[src/rtl/bitfix_pkg.sv]
// Shared constants and types for the sector bit corrector.
// Assumes the status word carries the error count at bits 13:10 and the
// top byte of the location word at bits 23:16.
package bitfix_pkg;
    localparam int OFF_W        = 13;  // width of one packed offset
    localparam int MAX_ERR      = 8;   // offsets per location word
    localparam int CNT_W        = 4;   // width of the error-count field
    localparam int STS_CNT_LSB  = 10;  // error count position in status
    localparam int STS_BYTE_LSB = 16;  // location byte 12 position in status
    localparam int LOC_W        = OFF_W * MAX_ERR;

    typedef enum logic [1:0] {
        ST_IDLE,
        ST_READ,
        ST_WRITE,
        ST_FINISH
    } fix_state_t;
endpackage

[src/rtl/bitfix_unpack.sv]
// Selects one packed offset from the captured location word, applies the
// low-bit inversion and reports whether it falls inside the sector.
// Assumes idx is below MAX_ERR.
module bitfix_unpack #(
    parameter int OFF_W        = 13,
    parameter int MAX_ERR      = 8,
    parameter int SECTOR_BYTES = 512,
    parameter int IDX_W        = $clog2(MAX_ERR),
    parameter int BADDR_W      = $clog2(SECTOR_BYTES) + 3
) (
    input  logic [OFF_W*MAX_ERR-1:0] loc_word,
    input  logic [IDX_W-1:0]         idx,
    output logic [BADDR_W-1:0]       bit_addr,
    output logic                     in_range
);
    localparam logic [OFF_W:0] BIT_LIMIT = (OFF_W+1)'(SECTOR_BYTES * 8);

    logic [OFF_W-1:0] adj [MAX_ERR];
    logic [OFF_W-1:0] sel;

    // one adjusted offset per packed slot
    for (genvar g = 0; g < MAX_ERR; g++) begin : g_slot
        assign adj[g] = loc_word[g*OFF_W +: OFF_W] ^ OFF_W'(3);
    end

    // pick the active slot and test its range
    always_comb begin
        sel      = adj[idx];
        in_range = {1'b0, sel} < BIT_LIMIT;
        bit_addr = sel[BADDR_W-1:0];
    end
endmodule

[src/rtl/bitfix_flip.sv]
// Datapath for one bit inversion: splits a bit address into byte address
// and bit mask and forms the write-back byte from the read byte.
module bitfix_flip #(
    parameter int ADDR_W = 9
) (
    input  logic [ADDR_W+2:0] bit_addr,
    input  logic [7:0]        rd_data,
    output logic [ADDR_W-1:0] byte_addr,
    output logic [7:0]        wr_data
);
    // address split and masked inversion
    always_comb begin
        byte_addr = bit_addr[ADDR_W+2:3];
        wr_data   = rd_data ^ (8'h01 << bit_addr[2:0]);
    end
endmodule

[src/rtl/bitfix_seq.sv]
// Sequencer: accepts a start in idle, walks offsets 0..L-1 at two cycles
// each (read, then write), counts applied flips and signals completion.
// Assumes the buffer returns read data one cycle after the read request.
module bitfix_seq
    import bitfix_pkg::*;
#(
    parameter int MAX_ERR = 8,
    parameter int CNT_W   = 4,
    parameter int IDX_W   = $clog2(MAX_ERR)
) (
    input  logic             clk,
    input  logic             rst_n,
    input  logic             start,
    input  logic [CNT_W-1:0] err_cnt,
    input  logic             in_range,
    output logic             accept,
    output logic [IDX_W-1:0] idx,
    output logic             busy,
    output logic             done,
    output logic             rd_en,
    output logic             wr_en,
    output logic [CNT_W-1:0] fix_count,
    output logic             uncorr
);
    localparam logic [CNT_W-1:0] CAP     = CNT_W'(MAX_ERR);
    localparam logic [CNT_W-1:0] ALL_ONE = '1;

    fix_state_t       state;
    logic [CNT_W-1:0] lim;
    logic             last;

    // decode of state into strobes
    always_comb begin
        accept = start && (state == ST_IDLE);
        busy   = (state != ST_IDLE);
        done   = (state == ST_FINISH);
        rd_en  = (state == ST_READ)  && in_range;
        wr_en  = (state == ST_WRITE) && in_range;
        last   = (CNT_W'(idx) + CNT_W'(1)) == lim;
    end

    // state, index, limit and result registers
    always_ff @(posedge clk) begin
        if (!rst_n) begin
            state     <= ST_IDLE;
            idx       <= '0;
            lim       <= '0;
            fix_count <= '0;
            uncorr    <= 1'b0;
        end else begin
            case (state)
                ST_IDLE: begin
                    if (start) begin
                        idx       <= '0;
                        fix_count <= '0;
                        lim       <= (err_cnt > CAP) ? CAP : err_cnt;
                        uncorr    <= (err_cnt == ALL_ONE);
                        if (err_cnt == ALL_ONE || err_cnt == '0)
                            state <= ST_FINISH;
                        else
                            state <= ST_READ;
                    end
                end
                ST_READ: state <= ST_WRITE;
                ST_WRITE: begin
                    if (in_range)
                        fix_count <= fix_count + CNT_W'(1);
                    if (last) begin
                        state <= ST_FINISH;
                    end else begin
                        idx   <= idx + IDX_W'(1);
                        state <= ST_READ;
                    end
                end
                default: state <= ST_IDLE;
            endcase
        end
    end
endmodule

[src/rtl/sector_bitfix.sv]
// Top level: captures the decoder results on an accepted start, rebuilds
// the 104-bit location word and applies the located bit flips to an
// external sector buffer via read-modify-write.
// Assumes a byte-wide buffer with one cycle of read latency.
module sector_bitfix
    import bitfix_pkg::*;
#(
    parameter int SECTOR_BYTES = 512,
    parameter int ADDR_W       = $clog2(SECTOR_BYTES)
) (
    input  logic              clk,
    input  logic              rst_n,
    input  logic              start,
    input  logic [31:0]       res0,
    input  logic [31:0]       res1,
    input  logic [31:0]       res2,
    input  logic [31:0]       status,
    output logic              busy,
    output logic              done,
    output logic [CNT_W-1:0]  fix_count,
    output logic              uncorrectable,
    output logic [ADDR_W-1:0] buf_addr,
    output logic              buf_rd_en,
    input  logic [7:0]        buf_rd_data,
    output logic              buf_wr_en,
    output logic [7:0]        buf_wr_data
);
    localparam int IDX_W   = $clog2(MAX_ERR);
    localparam int BADDR_W = ADDR_W + 3;

    logic [LOC_W-1:0]   loc_q;
    logic               accept;
    logic [IDX_W-1:0]   idx;
    logic [BADDR_W-1:0] bit_addr;
    logic               in_range;
    logic [17:0]        sts_unused_bits;

    assign sts_unused_bits = {status[31:24], status[15:14], status[9:0]};

    // capture the packed location word on an accepted start
    always_ff @(posedge clk) begin
        if (!rst_n)
            loc_q <= '0;
        else if (accept)
            loc_q <= {status[STS_BYTE_LSB +: 8], res2, res1, res0};
    end

    bitfix_seq #(
        .MAX_ERR (MAX_ERR),
        .CNT_W   (CNT_W),
        .IDX_W   (IDX_W)
    ) u_seq (
        .clk       (clk),
        .rst_n     (rst_n),
        .start     (start),
        .err_cnt   (status[STS_CNT_LSB +: CNT_W]),
        .in_range  (in_range),
        .accept    (accept),
        .idx       (idx),
        .busy      (busy),
        .done      (done),
        .rd_en     (buf_rd_en),
        .wr_en     (buf_wr_en),
        .fix_count (fix_count),
        .uncorr    (uncorrectable)
    );

    bitfix_unpack #(
        .OFF_W        (OFF_W),
        .MAX_ERR      (MAX_ERR),
        .SECTOR_BYTES (SECTOR_BYTES),
        .IDX_W        (IDX_W),
        .BADDR_W      (BADDR_W)
    ) u_unpack (
        .loc_word (loc_q),
        .idx      (idx),
        .bit_addr (bit_addr),
        .in_range (in_range)
    );

    bitfix_flip #(
        .ADDR_W (ADDR_W)
    ) u_flip (
        .bit_addr  (bit_addr),
        .rd_data   (buf_rd_data),
        .byte_addr (buf_addr),
        .wr_data   (buf_wr_data)
    );
endmodule

[config.mk]
export PLATFORM = sky130hd
export DESIGN_NAME = sector_bitfix
export DESIGN_NICKNAME = d
export VERILOG_FILES = /design/src/rtl/bitfix_pkg.sv /design/src/rtl/bitfix_unpack.sv /design/src/rtl/bitfix_flip.sv /design/src/rtl/bitfix_seq.sv /design/src/rtl/sector_bitfix.sv
export SDC_FILE = /design/constraint.sdc
export NUM_CORES = 1
export LEC_CHECK = 0
export ABC_AREA = 1
export BUFFER_PORTS_ARGS = -buffer_cell sky130_fd_sc_hd__buf_4
export CAP_MARGIN = 20
export CORE_MARGIN = 2
export CORE_UTILIZATION = 40
export DETAILED_ROUTE_END_ITERATION = 7
export RECOVER_POWER = 50
export SLEW_MARGIN = 10
export SYNTH_ARGS = -nofsm -noshare
export SYNTH_HDL_FRONTEND = slang
export SYNTH_SLANG_ARGS = --single-unit
[constraint.sdc]
create_clock -name clk -period 2.25 [get_ports clk]
set_input_delay 0.5625 -clock clk [delete_from_list [all_inputs] [get_ports clk]]
set_output_delay 0.5625 -clock clk [all_outputs]
set_load 0.02 [all_outputs]
=== Yosys cells after proc, flatten, opt, wreduce, memory -nomap -nowiden ===
Index checks and enable logic that the tools add are counted.

* $add $sub $neg: 3
* $lt $le $gt $ge: 3
* Equality and inequality tests: 8
* Shift operators: 1
* Mux-type cells: 14
* Bitwise operators: 10
* Reductions and logical operators: 11

{| class="wikitable"
|+ Operator list
! cell !! count
|-
| 13-bit binary-select mux with 3-bit select || 1
|-
| 13-bit 2-to-1 mux || 2
|-
| 2-bit NOT || 8
|-
| 13-bit less-than comparator, second input constant || 1
|-
| 4-bit 2-to-1 mux || 3
|-
| 4-bit case mux with 2 select lines || 1
|-
| 1-bit by 3-bit left shift with 8-bit output, first input constant || 1
|-
| 8-bit bitwise XOR || 1
|-
| 2-bit 2-to-1 mux || 3
|-
| 3-bit 2-to-1 mux || 2
|-
| 2-bit case mux with 3 select lines || 1
|-
| 3-bit case mux with 2 select lines || 1
|-
| 3-bit AND reduction || 2
|-
| 3-bit by 1-bit adder with 4-bit output, second input constant || 1
|-
| 4-bit by 1-bit adder with 4-bit output, second input constant || 1
|-
| 2-bit equality test, second input constant || 2
|-
| 4-bit equality test || 1
|-
| 4-bit equality test, second input constant || 1
|-
| 4-bit >= comparator, second input constant || 1
|-
| 4-bit > comparator, second input constant || 1
|-
| 4-bit zero test || 1
|-
| 2-bit inequality test, second input constant || 2
|-
| 3-bit NOT with 4-bit output || 1
|-
| 2-bit nonzero test || 2
|-
| 7 further kinds || 9
|}

* Bits in registers: 118
* Input port bits: 139
* Output and inout port bits: 26
* Word-level logic and storage cells: 56

=== Longest topological paths before layout ===
Gate-level depths: netlist of the first run.

* Word-level depth: 7
* Mapped depth: 12
* Mapped depth without buffers: 10

=== Hierarchy ===
A second synthesis of the first run with hierarchy kept.

* Cell total of the unflattened synthesis: 1142
* Area, all modules: 6670.1 um^2

{| class="wikitable"
|+ By module, submodules not included
! module !! times used !! cells each !! area an instance (um^2) !! sequential area each (um^2)
|-
| sector_bitfix || 1 || 659 || 4256.6 || 2082.0
|-
| bitfix_unpack || 1 || 322 || 1347.5 || 0.0
|-
| bitfix_seq || 1 || 106 || 745.7 || 280.3
|-
| bitfix_flip || 1 || 55 || 320.3 || 0.0
|}

=== Least setup slack after synthesis of the first run ===
Ideal clock, no wire load.

* Path type: register -> output
* Start point: reg u_seq.idx[1]
* End point: out buf_addr[0]
* Arrival time: 1.338 ns
* Data required time: 1.688 ns
* Path slack: 0.350 ns
* Cell stages (with the launch flop): 8
* Path buffers: 3
* Path through: dfxtp_1 > buf_4 > buf_4 > buf_1 > o21ai_0 > o22ai_1 > nand2_1 > nand2_1

* Longest elaborated chain between the ends: 4

{| class="wikitable"
|+ RTL lines
! item !! line !! source
|-
| from (decl) || bitfix_seq.sv:17 || <nowiki>output logic [IDX_W-1:0] idx,</nowiki>
|-
| from (signal assigned) || bitfix_seq.sv:71 || <nowiki>idx <= idx + IDX_W'(1);</nowiki>
|-
| 3-bit NOT with 4-bit output (implied by the code) || bitfix_unpack.sv:28 || <nowiki>sel = adj[idx];</nowiki>
|-
| 13-bit binary-select mux with 3-bit select || bitfix_unpack.sv:28 ||
|-
| 13-bit 2-to-1 mux (implied by the code) (2 in a row) || bitfix_unpack.sv:28 ||
|-
| to (decl) || sector_bitfix.sv:22 || <nowiki>output logic [ADDR_W-1:0] buf_addr,</nowiki>
|}

Every way passes these cells. The select of a mux whose other input is x is not followed.

=== Worst setup path after layout of the first run ===
* Start point: reg u_seq.idx[0]
* End point: out buf_wr_data[0]

* Longest elaborated chain between the ends: 6

{| class="wikitable"
|+ RTL lines
! item !! line !! source
|-
| 3-bit NOT with 4-bit output (implied by the code) || bitfix_unpack.sv:28 ||
|-
| 13-bit binary-select mux with 3-bit select || bitfix_unpack.sv:28 ||
|-
| 13-bit 2-to-1 mux (implied by the code) (2 in a row) || bitfix_unpack.sv:28 ||
|-
| 1-bit by 3-bit left shift with 8-bit output || bitfix_flip.sv:14 || <nowiki>wr_data = rd_data ^ (8'h01 << bit_addr[2:0]);</nowiki>
|-
| 8-bit bitwise XOR || bitfix_flip.sv:14 ||
|-
| to (decl) || sector_bitfix.sv:26 || <nowiki>output logic [7:0] buf_wr_data</nowiki>
|}

Every way passes these cells. The select of a mux whose other input is x is not followed.

==> qor.csv, run 1 <==
stage,metric,value,unit
grt,initial antenna violation count,0,
logic_synthesis,Synth Warn #,0,
floorplan,Die Y,121.1,um
place,placed cell areas,0.006694,mm^2
setup_path,largest fanout on the critical path,12,
timing,# setup viols final,19,
clock_network,clock root buffer,clkbuf_16,
logic_synthesis,Synth top cells by count,"nor2_1, o21ai_0, dfxtp_1, nand2_1, inv_1",
logic_synthesis,Netlist Area Pre-Place,0.005484,mm^2
timing,maximum clock frequency,0.4047,GHz
run_status,violated checks,setup timing,
grt,GRT Util Overall,22.49,%
grt,global-route wire length before repair,25980,um
logic_synthesis,Synth async-reset ratio,0,%
setup_path,CP cell instances,"buf_12, nor2_2, nor2_1, o21ai_1, nand3_1, o21ai_4, nand3_1, nand2_1, nand2_1, buf_6",
timing,Final Skew,0.007246,ns
drt,DR iter-0 viols,450,
drt,Pre-Repair DR Iteration Count,7,
drt,number of remaining DRC errors,0,
place,DPL Wire Length,11080,um
logic_synthesis,post-synthesis xor/xnor area fraction,0.4791,%
logic_synthesis,Post-Syn Nets,952,
run_status,status,"complete, but fails checks",
timing,fin crit period,2.471,ns
floorplan,core footprint,0.01330,mm^2
setup_path,critical path data required time,1.69,ns
setup_path,Slowest cell on crit path,dfxtp_4,
logic_synthesis,largest cells by area after synthesis,"dfxtp_1, nor2_1, o21ai_0",
logic_synthesis,Synth Area in Simple Gates,29.41,%
setup_path,CP Launch Type,flip-flop,
logic_synthesis,synthesized instance count,811,
cells_and_area,Fill cells,1300,
logic_synthesis,Post-synth top flop,dfxtp_1,
grt,total grt overflow,0,
logic_synthesis,Post-Synth Adder-Cell Area,0.4563,%
drt,vias,5681,
grt,largest net degree at the start of global routing,85,
place,I/O Buffers,144,
drt,average vias per placed instance,5.032,
logic_synthesis,top-area cell type share of the netlist area,43.08,%
floorplan,Row Count,42,
setup_path,Worst Path Arrival,1.91,ns
setup_path,CP endpoint kind,output pin,
grt,GR peak layer,met2,
grt,met2 Use GR,35.99,%
logic_synthesis,Synth area leader,dfxtp_1,
floorplan,Initial Util,41.25,%
logic_synthesis,mux share of post-synthesis cell area,0,%
setup_path,"Largest stage delay, worst path",0.37,ns
clock_network,H-tree lvl count,4,
cells_and_area,final core utilization,55.58,%
logic_synthesis,Avg Inst Size Synth,6.762,um^2
timing,Slew HR,48.02,%
pwr,peak supply drop,0.5778,mV
cells_and_area,Area Overhead vs Synth,34.75,%
grt,vias in the first global route,5364,
place,GPL Wtd Cong,0.8566,
drt,"antenna viol nets, final",0,
logic_synthesis,largest family of logic cells by synthesized area,simple AND/OR/NAND/NOR gates,
timing,Worst-Margin Slew,0.7788,ns
logic_synthesis,"Seq/Total Area, Yosys",43.08,%
logic_synthesis,most numerous cell in the Yosys netlist,nor2_1,
clock_network,CTS Buffer Depth,2,
floorplan,area of the die,0.01466,mm^2
drt,Post-Route WL,16260,um
floorplan,Ports,165,
cells_and_area,NumNets Final,1082,
floorplan,overall die width,121.1,um
flow_run,Max-Cap Viols,0,
timing,unrepaired setup endpoints after global routing,true,
clock_network,Worst-path clk slew,0.05,ns
logic_synthesis,compound-gate portion of the synthesized area,18.46,%
grt,GR Util met3,4.746,%
clock_network,hold buffers post-CTS,0,
worst_hold_path,Hold Crit Class,in -> reg,
clock_network,CTS tree,yes,
clock_network,Worst-Skew Late Latency,0.42,ns
logic_synthesis,"EDFF count, synth",0,
clock_network,CTS Sinks,118,
cells_and_area,layout cells sized above 1,23.29,%
setup_path,crit path kind,reg -> out,
timing,final setup margin,-0.2212,ns
clock_network,CTS buffer count,17,
timing,final hold violations,0,
logic_synthesis,synthesized flop and latch total,118,
timing,Max Slew Vio Count,0,
grt,M1 GR Usage,29.96,%
cells_and_area,Antenna diodes,0,
drt,Avg WL per Cell,14.40,um
cells_and_area,cell area after layout,0.007390,mm^2
pwr,Pleak,3.432,nW
pwr,Pwr per Cell Area,830.8,mW/mm^2
timing,Final Cycle Share,109.8,%
logic_synthesis,Synth cell types,29,
==> path summary, 6_finish.rpt <==
check,slack [ns],cells after the start,from,to
hold reg to reg,0.45,2,loc_q[64],loc_q[64]
hold / removal,0.37,3,res2[22],loc_q[86]
setup reg to reg,0.08,7,u_seq.state[0],loc_q[90]
setup / recovery,-0.22,10,u_seq.idx[0],buf_wr_data[0]
==> layout make-up <==
type                       instances  area, um^2  area share (%)
multi-input combinational        601        2746           37.17
sequential                       118        2367           32.04
timing repair buffer             166        1315           17.80
clock buffer                      22       474.2           6.417
tap                              176       220.2           2.980
inverter                          37       141.4           1.913
clock inverter                     9       125.1           1.693
==> cells by family (layout without fill, tap and decap cells) <==
family	Yosys count	after routing
AOI/OAI and AO/OA	195	195
xor gates and xnor gates	3	3
adders and majority gates	2	2
buffers and inverters	93	234
DFF	118	118
and+or+nand+nor	400	401
==> sequential cells by signal, indices dropped and copies added (netlist names) <==
name             flops
u_seq.idx            3
loc_q              104
u_seq.state          2
u_seq.lim            4
u_seq.fix_count      4
u_seq.uncorr         1
==> report_power, final <==
group,switching [mW],internal (mW),leakage (nW),total (mW)
Clock,0.927,1.81,0.292,2.74
Combinational,0.584,0.420,2.16,1.00
Sequential,0.103,2.29,0.977,2.40
==> stage by stage <==
stage                     std cells  power (mW)  hold WS (ns)  TNS [ns]  worst slack (ns)
after global placement         1095       3.399        0.4381         0           0.03733
after global routing           1129       6.415        0.3660    -11.43           -0.3306
after CTS                      1129       6.175        0.3595    -2.980           -0.1948
final                          1129       6.139        0.3673    -2.608           -0.2212
after floorplan                 811       3.020        0.4293         0            0.3499
after detailed placement       1095       3.415        0.4458         0          0.008972
==> placed cells by master, fill, tap and decap left out, types with 2 or more instances in the layout <==
cell	count
dfxtp_1	116
nand4_1	10
nand2_4	3
a21oi_1	18
o21ai_0	133
nor2_1	252
ha_1	2
nand3_1	29
buf_12	4
clkbuf_16	17
bufinv_16	3
nand3b_1	2
buf_4	147
clkinvlp_4	2
clkinv_2	4
o22ai_1	15
clkbuf_1	7
o21ai_1	21
inv_2	3
nor2_2	9
clkbuf_8	3
nand2_1	86
o32ai_1	2
xnor2_1	2
nor2_4	2
nand2_2	7
inv_1	33
buf_6	10
o22ai_2	3
==> worst max-delay path: cells and delay by family, from the launching register on <==
| family | cells | cell delay (ns) |
|---|---|---|
| DFF | 1 | 0.37 |
| and+or+nand+nor | 6 | 0.55 |
| AOI/OAI and AO/OA | 2 | 0.27 |
| buffers and inverters | 2 | 0.29 |
==> layer usage <==
metal,vias to the layer above,part of all wire (%)
met3,29,5.8
met4,0,1.9
li1,2910,-
met2,173,47
met5,-,0
met1,2569,46
==> timing repair <==
action | in CTS | in global routing
gates cloned | 1 | 0
pin swaps | 3 | 6
resized for setup | 20 | 16
buffers inserted | 2 | 0
setup endpoints to repair | 19 | 19
(Power assumes the default switching activity.)
==> run 2: changes to the inputs <==
Clock period 2.25 ns to 3.05 ns, I/O delays scaled along.
==> qor.csv, run 2 (synthesis results as in run 1) <==
stage,metric,value,unit
grt,global-route wire length before repair,26280,um
setup_path,CP endpoint kind,output pin,
cells_and_area,most frequent cells in the layout,"nor2_1, buf_4, o21ai_0",
setup_path,"Largest stage delay, worst path",0.41,ns
pwr,Comb pwr share,16.5,%
setup_path,CP cell instances,"buf_12, nor2_1, nor2_1, o21ai_1, nand2_1, o21ai_2, nand3_1, nand2_1, nand2_1, buf_4",
drt,vias,5722,
cells_and_area,largest registers,"loc_q x104, u_seq.fix_count x4, u_seq.lim x4",
floorplan,core footprint,0.01330,mm^2
pwr,Pleak,3.324,nW
drt,DR iter-0 viols,506,
pwr,peak supply drop,0.3833,mV
clock_network,Worst-Skew Late Latency,0.42,ns
cells_and_area,layout cells sized above 1,20.93,%
pwr,Sw Share,27.39,%
timing,fin crit period,2.848,ns
timing,final hold violations,0,
place,I/O Buffers,144,
timing,unrepaired setup endpoints after global routing,false,
drt,Avg WL per Cell,14.67,um
clock_network,CTS Buffer Depth,2,
timing,Final Cycle Share,93.38,%
cells_and_area,Fill cells,1321,
setup_path,crit path from,u_seq.idx[0],
setup_path,critical path data required time,2.29,ns
setup_path,CP Launch Type,flip-flop,
floorplan,Row Count,42,
setup_path,Register-to-Register Path Depth,7,
drt,Post-Route WL,16460,um
grt,largest net degree at the start of global routing,76,
drt,"antenna viol nets, final",0,
pwr,clock share of power,42.5,%
timing,Slew HR,8.248,%
clock_network,CTS tree,yes,
timing,final setup margin,0.2019,ns
grt,initial antenna violation count,0,
pwr,Pint,3.127,mW
worst_hold_path,HP Start,loc_q[77],
floorplan,Ports,165,
setup_path,Worst path most repeated cell,nand2_1,
cells_and_area,Area Overhead vs Synth,30.09,%
timing,Worst-Margin Slew,1.376,ns
floorplan,Die Y,121.1,um
pwr,Flop pwr share,41.0,%
place,DPL Wire Length,11250,um
cells_and_area,largest register by flop count,loc_q,
timing,Final Skew,0.007352,ns
setup_path,largest fanout on the critical path,27,
setup_path,RR Startpoint,u_seq.state[0],
grt,total grt overflow,0,
setup_path,crit path kind,reg -> out,
grt,vias in the first global route,5481,
clock_network,Worst-path clk slew,0.06,ns
worst_hold_path,Hold Crit Class,reg -> reg,
place,GPL Wtd Cong,0.8791,
floorplan,overall die width,121.1,um
timing,Max Slew Vio Count,0,
setup_path,R2R setup slack,0.34,ns
cells_and_area,NumNets Final,1074,
cells_and_area,Antenna diodes,0,
setup_path,Worst R2R End,loc_q[48],
cells_and_area,max FFs per register,104,
clock_network,H-tree lvl count,4,
setup_path,Slowest cell on crit path,dfxtp_4,
clock_network,CTS buffer count,17,
floorplan,Initial Util,41.25,%
run_status,status,"complete, no violations",
clock_network,clock root buffer,clkbuf_16,
timing,Post-Route Setup TNS,0,ns
drt,average vias per placed instance,5.100,
timing,# setup viols final,0,
pwr,sw power,1.180,mW
drt,Pre-Repair DR Iteration Count,5,
grt,GRT Util Overall,22.99,%
drt,number of remaining DRC errors,0,
setup_path,end point of the critical path,buf_wr_data[1],
cells_and_area,"most common cell after layout, fill and taps aside",nor2_1,
flow_run,Max-Cap Viols,0,
worst_hold_path,hold depth,2,
clock_network,CTS Sinks,118,
floorplan,area of the die,0.01466,mm^2
pwr,Pwr per Cell Area,603.7,mW/mm^2
setup_path,Worst Path Arrival,2.09,ns
place,dpl ws,0.3983,ns
clock_network,hold buffers post-CTS,0,
timing,maximum clock frequency,0.3511,GHz
==> run 2: per-layer routing <==
layer,vias to the layer above,GRT usage (%),wire length [um]
li1,2887,-,-
met1,2614,29.86,7399
met2,195,37.89,7697
met3,26,4.840,1077
met4,0,7.849,281
met5,-,0,0
==> run 2: final cells by class <==
type	count	area, um^2	area share [%]
tap	176	220.2	3.087
clock inverter	10	80.08	1.122
inverter	37	146.4	2.052
clock buffer	22	464.2	6.506
sequential	118	2366	33.16
multi-input combinational	600	2674	37.48
timing repair buffer	159	1184	16.59
==> run 2: power groups by stage <==
| stage | Combinational [mW] | Clock [mW] | Sequential, mW |
|---|---|---|---|
| 5_1_grt | 0.797 | 1.93 | 1.78 |
| 3_3_place_gp | 0.704 | 0 | 1.79 |
| 3_5_place_dp | 0.716 | 0 | 1.80 |
| 6_report | 0.711 | 1.83 | 1.77 |
| 4_1_cts | 0.722 | 1.86 | 1.77 |
| 2_1_floorplan | 0.455 | 0 | 1.77 |
==> run 2: worst max-delay path: cells and delay by family (launching register included) <==
family / cells / cell delay [ns]
buf+inv: 2 / 0.33
flops: 1 / 0.41
compound gates: 2 / 0.37
simple gates: 6 / 0.53
==> run 2: timing repair <==
item,CTS,global route
cloned,0,0
resized for setup,1,6
buffers inserted,0,2
pin swaps,0,0
endpoints found under the setup margin,3,8
==> run 2: worst min-delay path by stage <==
| stage | endpoint |
|---|---|
| after floorplan | loc_q[103] |
| after detailed placement | loc_q[77] |
| after global routing | loc_q[12] |
| final | loc_q[77] |
| after CTS | loc_q[77] |
| after global placement | loc_q[12] |
==> run 2: through the flow <==
stage	power (mW)	hold WS (ns)	cell area, um^2	std cells	util [%]
2_1_floorplan	2.228	0.4293	5484	811	-
3_3_place_gp	2.498	0.4399	6604	1088	49.67
3_5_place_dp	2.511	0.4477	6604	1088	49.67
4_1_cts	4.353	0.4550	7151	1120	53.78
5_1_grt	4.511	0.4839	7134	1122	53.66
6_report	4.307	0.4537	7134	1122	53.66
==> run 3: changes to the inputs <==
Settings changed: CORE_MARGIN 2 to 5.
Clock period 3.05 ns to 2.84 ns, I/O delays scaled along.
==> qor.csv, run 3 (synthesis results as in run 1) <==
stage,metric,value,unit
run_status,status,"complete, no violations",
clock_network,CTS buffer count,17,
clock_network,hold buffers post-CTS,0,
drt,met2 wire length,7815,um
setup_path,Worst Path Arrival,1.98,ns
clock_network,H-tree lvl count,4,
drt,Pre-Repair DR Iteration Count,5,
cells_and_area,max FFs per register,104,
worst_hold_path,HP Start,loc_q[38],
grt,total grt overflow,0,
worst_hold_path,WHS Endpoint,loc_q[38],
drt,met1 wire length,7733,um
grt,vias in the first global route,5622,
timing,Worst-Margin Slew,1.309,ns
cells_and_area,NumNets Final,1083,
timing,Final Cycle Share,94.61,%
flow_run,Max-Cap Viols,0,
floorplan,Row Count,42,
setup_path,RR Startpoint,u_seq.state[0],
setup_path,crit-path leading delay family,simple AND/OR/NAND/NOR gates,
worst_hold_path,Hold Crit Class,reg -> reg,
drt,average vias per placed instance,5.118,
setup_path,CP cell instances,"clkinvlp_4, nor2_1, o21ai_1, nand2_1, nand2_1, nand2_2, nand3_1, nand2_1, nand2_1, buf_4",
setup_path,CP Launch Type,flip-flop,
timing,Final Hold Slack,0.4545,ns
setup_path,CP endpoint kind,output pin,
cells_and_area,largest register by flop count,loc_q,
grt,global-route wire length before repair,27400,um
clock_network,clock root buffer,clkbuf_16,
clock_network,CTS tree,yes,
clock_network,Worst-Skew Late Latency,0.41,ns
timing,final hold violations,0,
drt,Top Layer Used,met4,
timing,Max Slew Vio Count,0,
place,GPL Wtd Cong,0.8253,
clock_network,Worst-path clk slew,0.05,ns
drt,vias,5788,
drt,DR iter-0 viols,470,
grt,GRT Util Overall,20.96,%
setup_path,R2R setup slack,0.28,ns
drt,"antenna viol nets, final",0,
timing,# setup viols final,0,
drt,Post-Route WL,17140,um
setup_path,crit path kind,reg -> out,
cells_and_area,largest registers,"loc_q x104, u_seq.fix_count x4, u_seq.lim x4",
drt,routed wl met3,1170,um
floorplan,area of the die,0.01615,mm^2
grt,largest net degree at the start of global routing,101,
cells_and_area,layout cells sized above 1,21.57,%
pwr,Pleak,3.400,nW
timing,Slew HR,12.72,%
cells_and_area,Antenna diodes,0,
cells_and_area,most frequent cells in the layout,"nor2_1, buf_4, o21ai_0",
pwr,peak supply drop,0.4388,mV
pwr,Pwr per Cell Area,659.7,mW/mm^2
drt,number of remaining DRC errors,0,
cells_and_area,Area Overhead vs Synth,33.42,%
timing,Final Skew,0.005368,ns
timing,fin crit period,2.687,ns
place,I/O Buffers,144,
floorplan,Initial Util,41.09,%
worst_hold_path,hold depth,2,
grt,initial antenna violation count,0,
clock_network,CTS Buffer Depth,2,
setup_path,critical path data required time,2.13,ns
setup_path,Slowest cell on crit path,dfxtp_4,
clock_network,CTS Sinks,118,
setup_path,largest fanout on the critical path,8,
floorplan,overall die width,127.1,um
cells_and_area,"most common cell after layout, fill and taps aside",nor2_1,
setup_path,Register-to-Register Path Depth,6,
setup_path,"Largest stage delay, worst path",0.42,ns
setup_path,Worst path most repeated cell,nand2_1,
pwr,overall power consumption,4.827,mW
cells_and_area,Fill cells,1332,
timing,maximum clock frequency,0.3722,GHz
place,DPL Wire Length,11550,um
setup_path,CP Depth,10,
setup_path,Worst Path Buf+Inv,2,
floorplan,Die Y,127.1,um
setup_path,Worst R2R End,loc_q[76],
drt,Avg WL per Cell,15.15,um
floorplan,core footprint,0.01335,mm^2
floorplan,Ports,165,
run 3: cell types whose count changed in the layout (fill, tap and decap cells not counted), moves of 2 or more:
| cell | delta |
|---|---|
| clkinv_2 | -3 |
| clkbuf_1 | +3 |
| bufinv_16 | +2 |
| o21ai_1 | -3 |
| o21ai_0 | +2 |
| buf_4 | +5 |
| buf_12 | +3 |
| dfxtp_1 | -2 |
run 3: stage by stage:
step	instance area (um^2)	setup TNS (ns)	setup WS, ns	utilization [%]	cells
after global routing	7317	-0.009237	-0.007676	54.82	1131
final	7317	0	0.1531	54.82	1131
after global placement	6626	0	0.2940	49.64	1091
after detailed placement	6626	0	0.2703	49.64	1091
after floorplan	5484	0	0.7924	-	811
after CTS	7258	0	0.04268	54.38	1126
run 3: worst reg2reg max path, cell delays in order (launching register included):
cell,delay (ns)
dfxtp_1,0.36
inv_1,0.15
nand2_1,0.21
nor2_8,0.32
clkbuf_2,1.02
o21ai_0,0.29
nor2_1,0.14
run 3: layout make-up:
| type | instances | area [um^2] | area share, % |
|---|---|---|---|
| clock buffers | 23 | 467.9 | 6.395 |
| clock inverters | 9 | 125.1 | 1.710 |
| inverters | 37 | 145.1 | 1.984 |
| multi-input cells | 600 | 2690 | 36.76 |
| flip-flops and latches | 118 | 2371 | 32.40 |
| well taps | 176 | 220.2 | 3.010 |
| repair buffers | 167 | 1290 | 17.63 |
| repair inverters | 1 | 7.507 | 0.1026 |
run 3: routing by layer:
layer / track usage (%) / vias to the layer above
li1: - / 2906
met1: 27.71 / 2636
met2: 33.22 / 212
met3: 4.633 / 34
met4: 8.644 / 0
met5: 0 / -
run 3: power by group:
group / internal, mW / switching, mW / total (mW)
sequential: 1.81 / 0.0826 / 1.90
combinational: 0.318 / 0.457 / 0.775
clock: 1.42 / 0.736 / 2.15
run 3: what timing repair did:
action | in CTS | in global routing
gates resized for setup | 5 | 14
cloned | 0 | 2
setup endpoints to repair | 8 | 13
setup buffers | 3 | 3
pin swaps | 0 | 2
run 3: how the worst max path moves through the flow:
stage,start,slack (ns),to
global route,u_seq.idx[1],-0.008,buf_wr_data[4]
floorplan,u_seq.idx[1],0.79,buf_addr[0]
detailed placement,u_seq.idx[0],0.27,buf_wr_data[2]
finish,u_seq.idx[1],0.15,buf_wr_data[7]
CTS,u_seq.idx[0],0.04,buf_wr_data[1]
global placement,u_seq.idx[0],0.29,buf_wr_data[2]
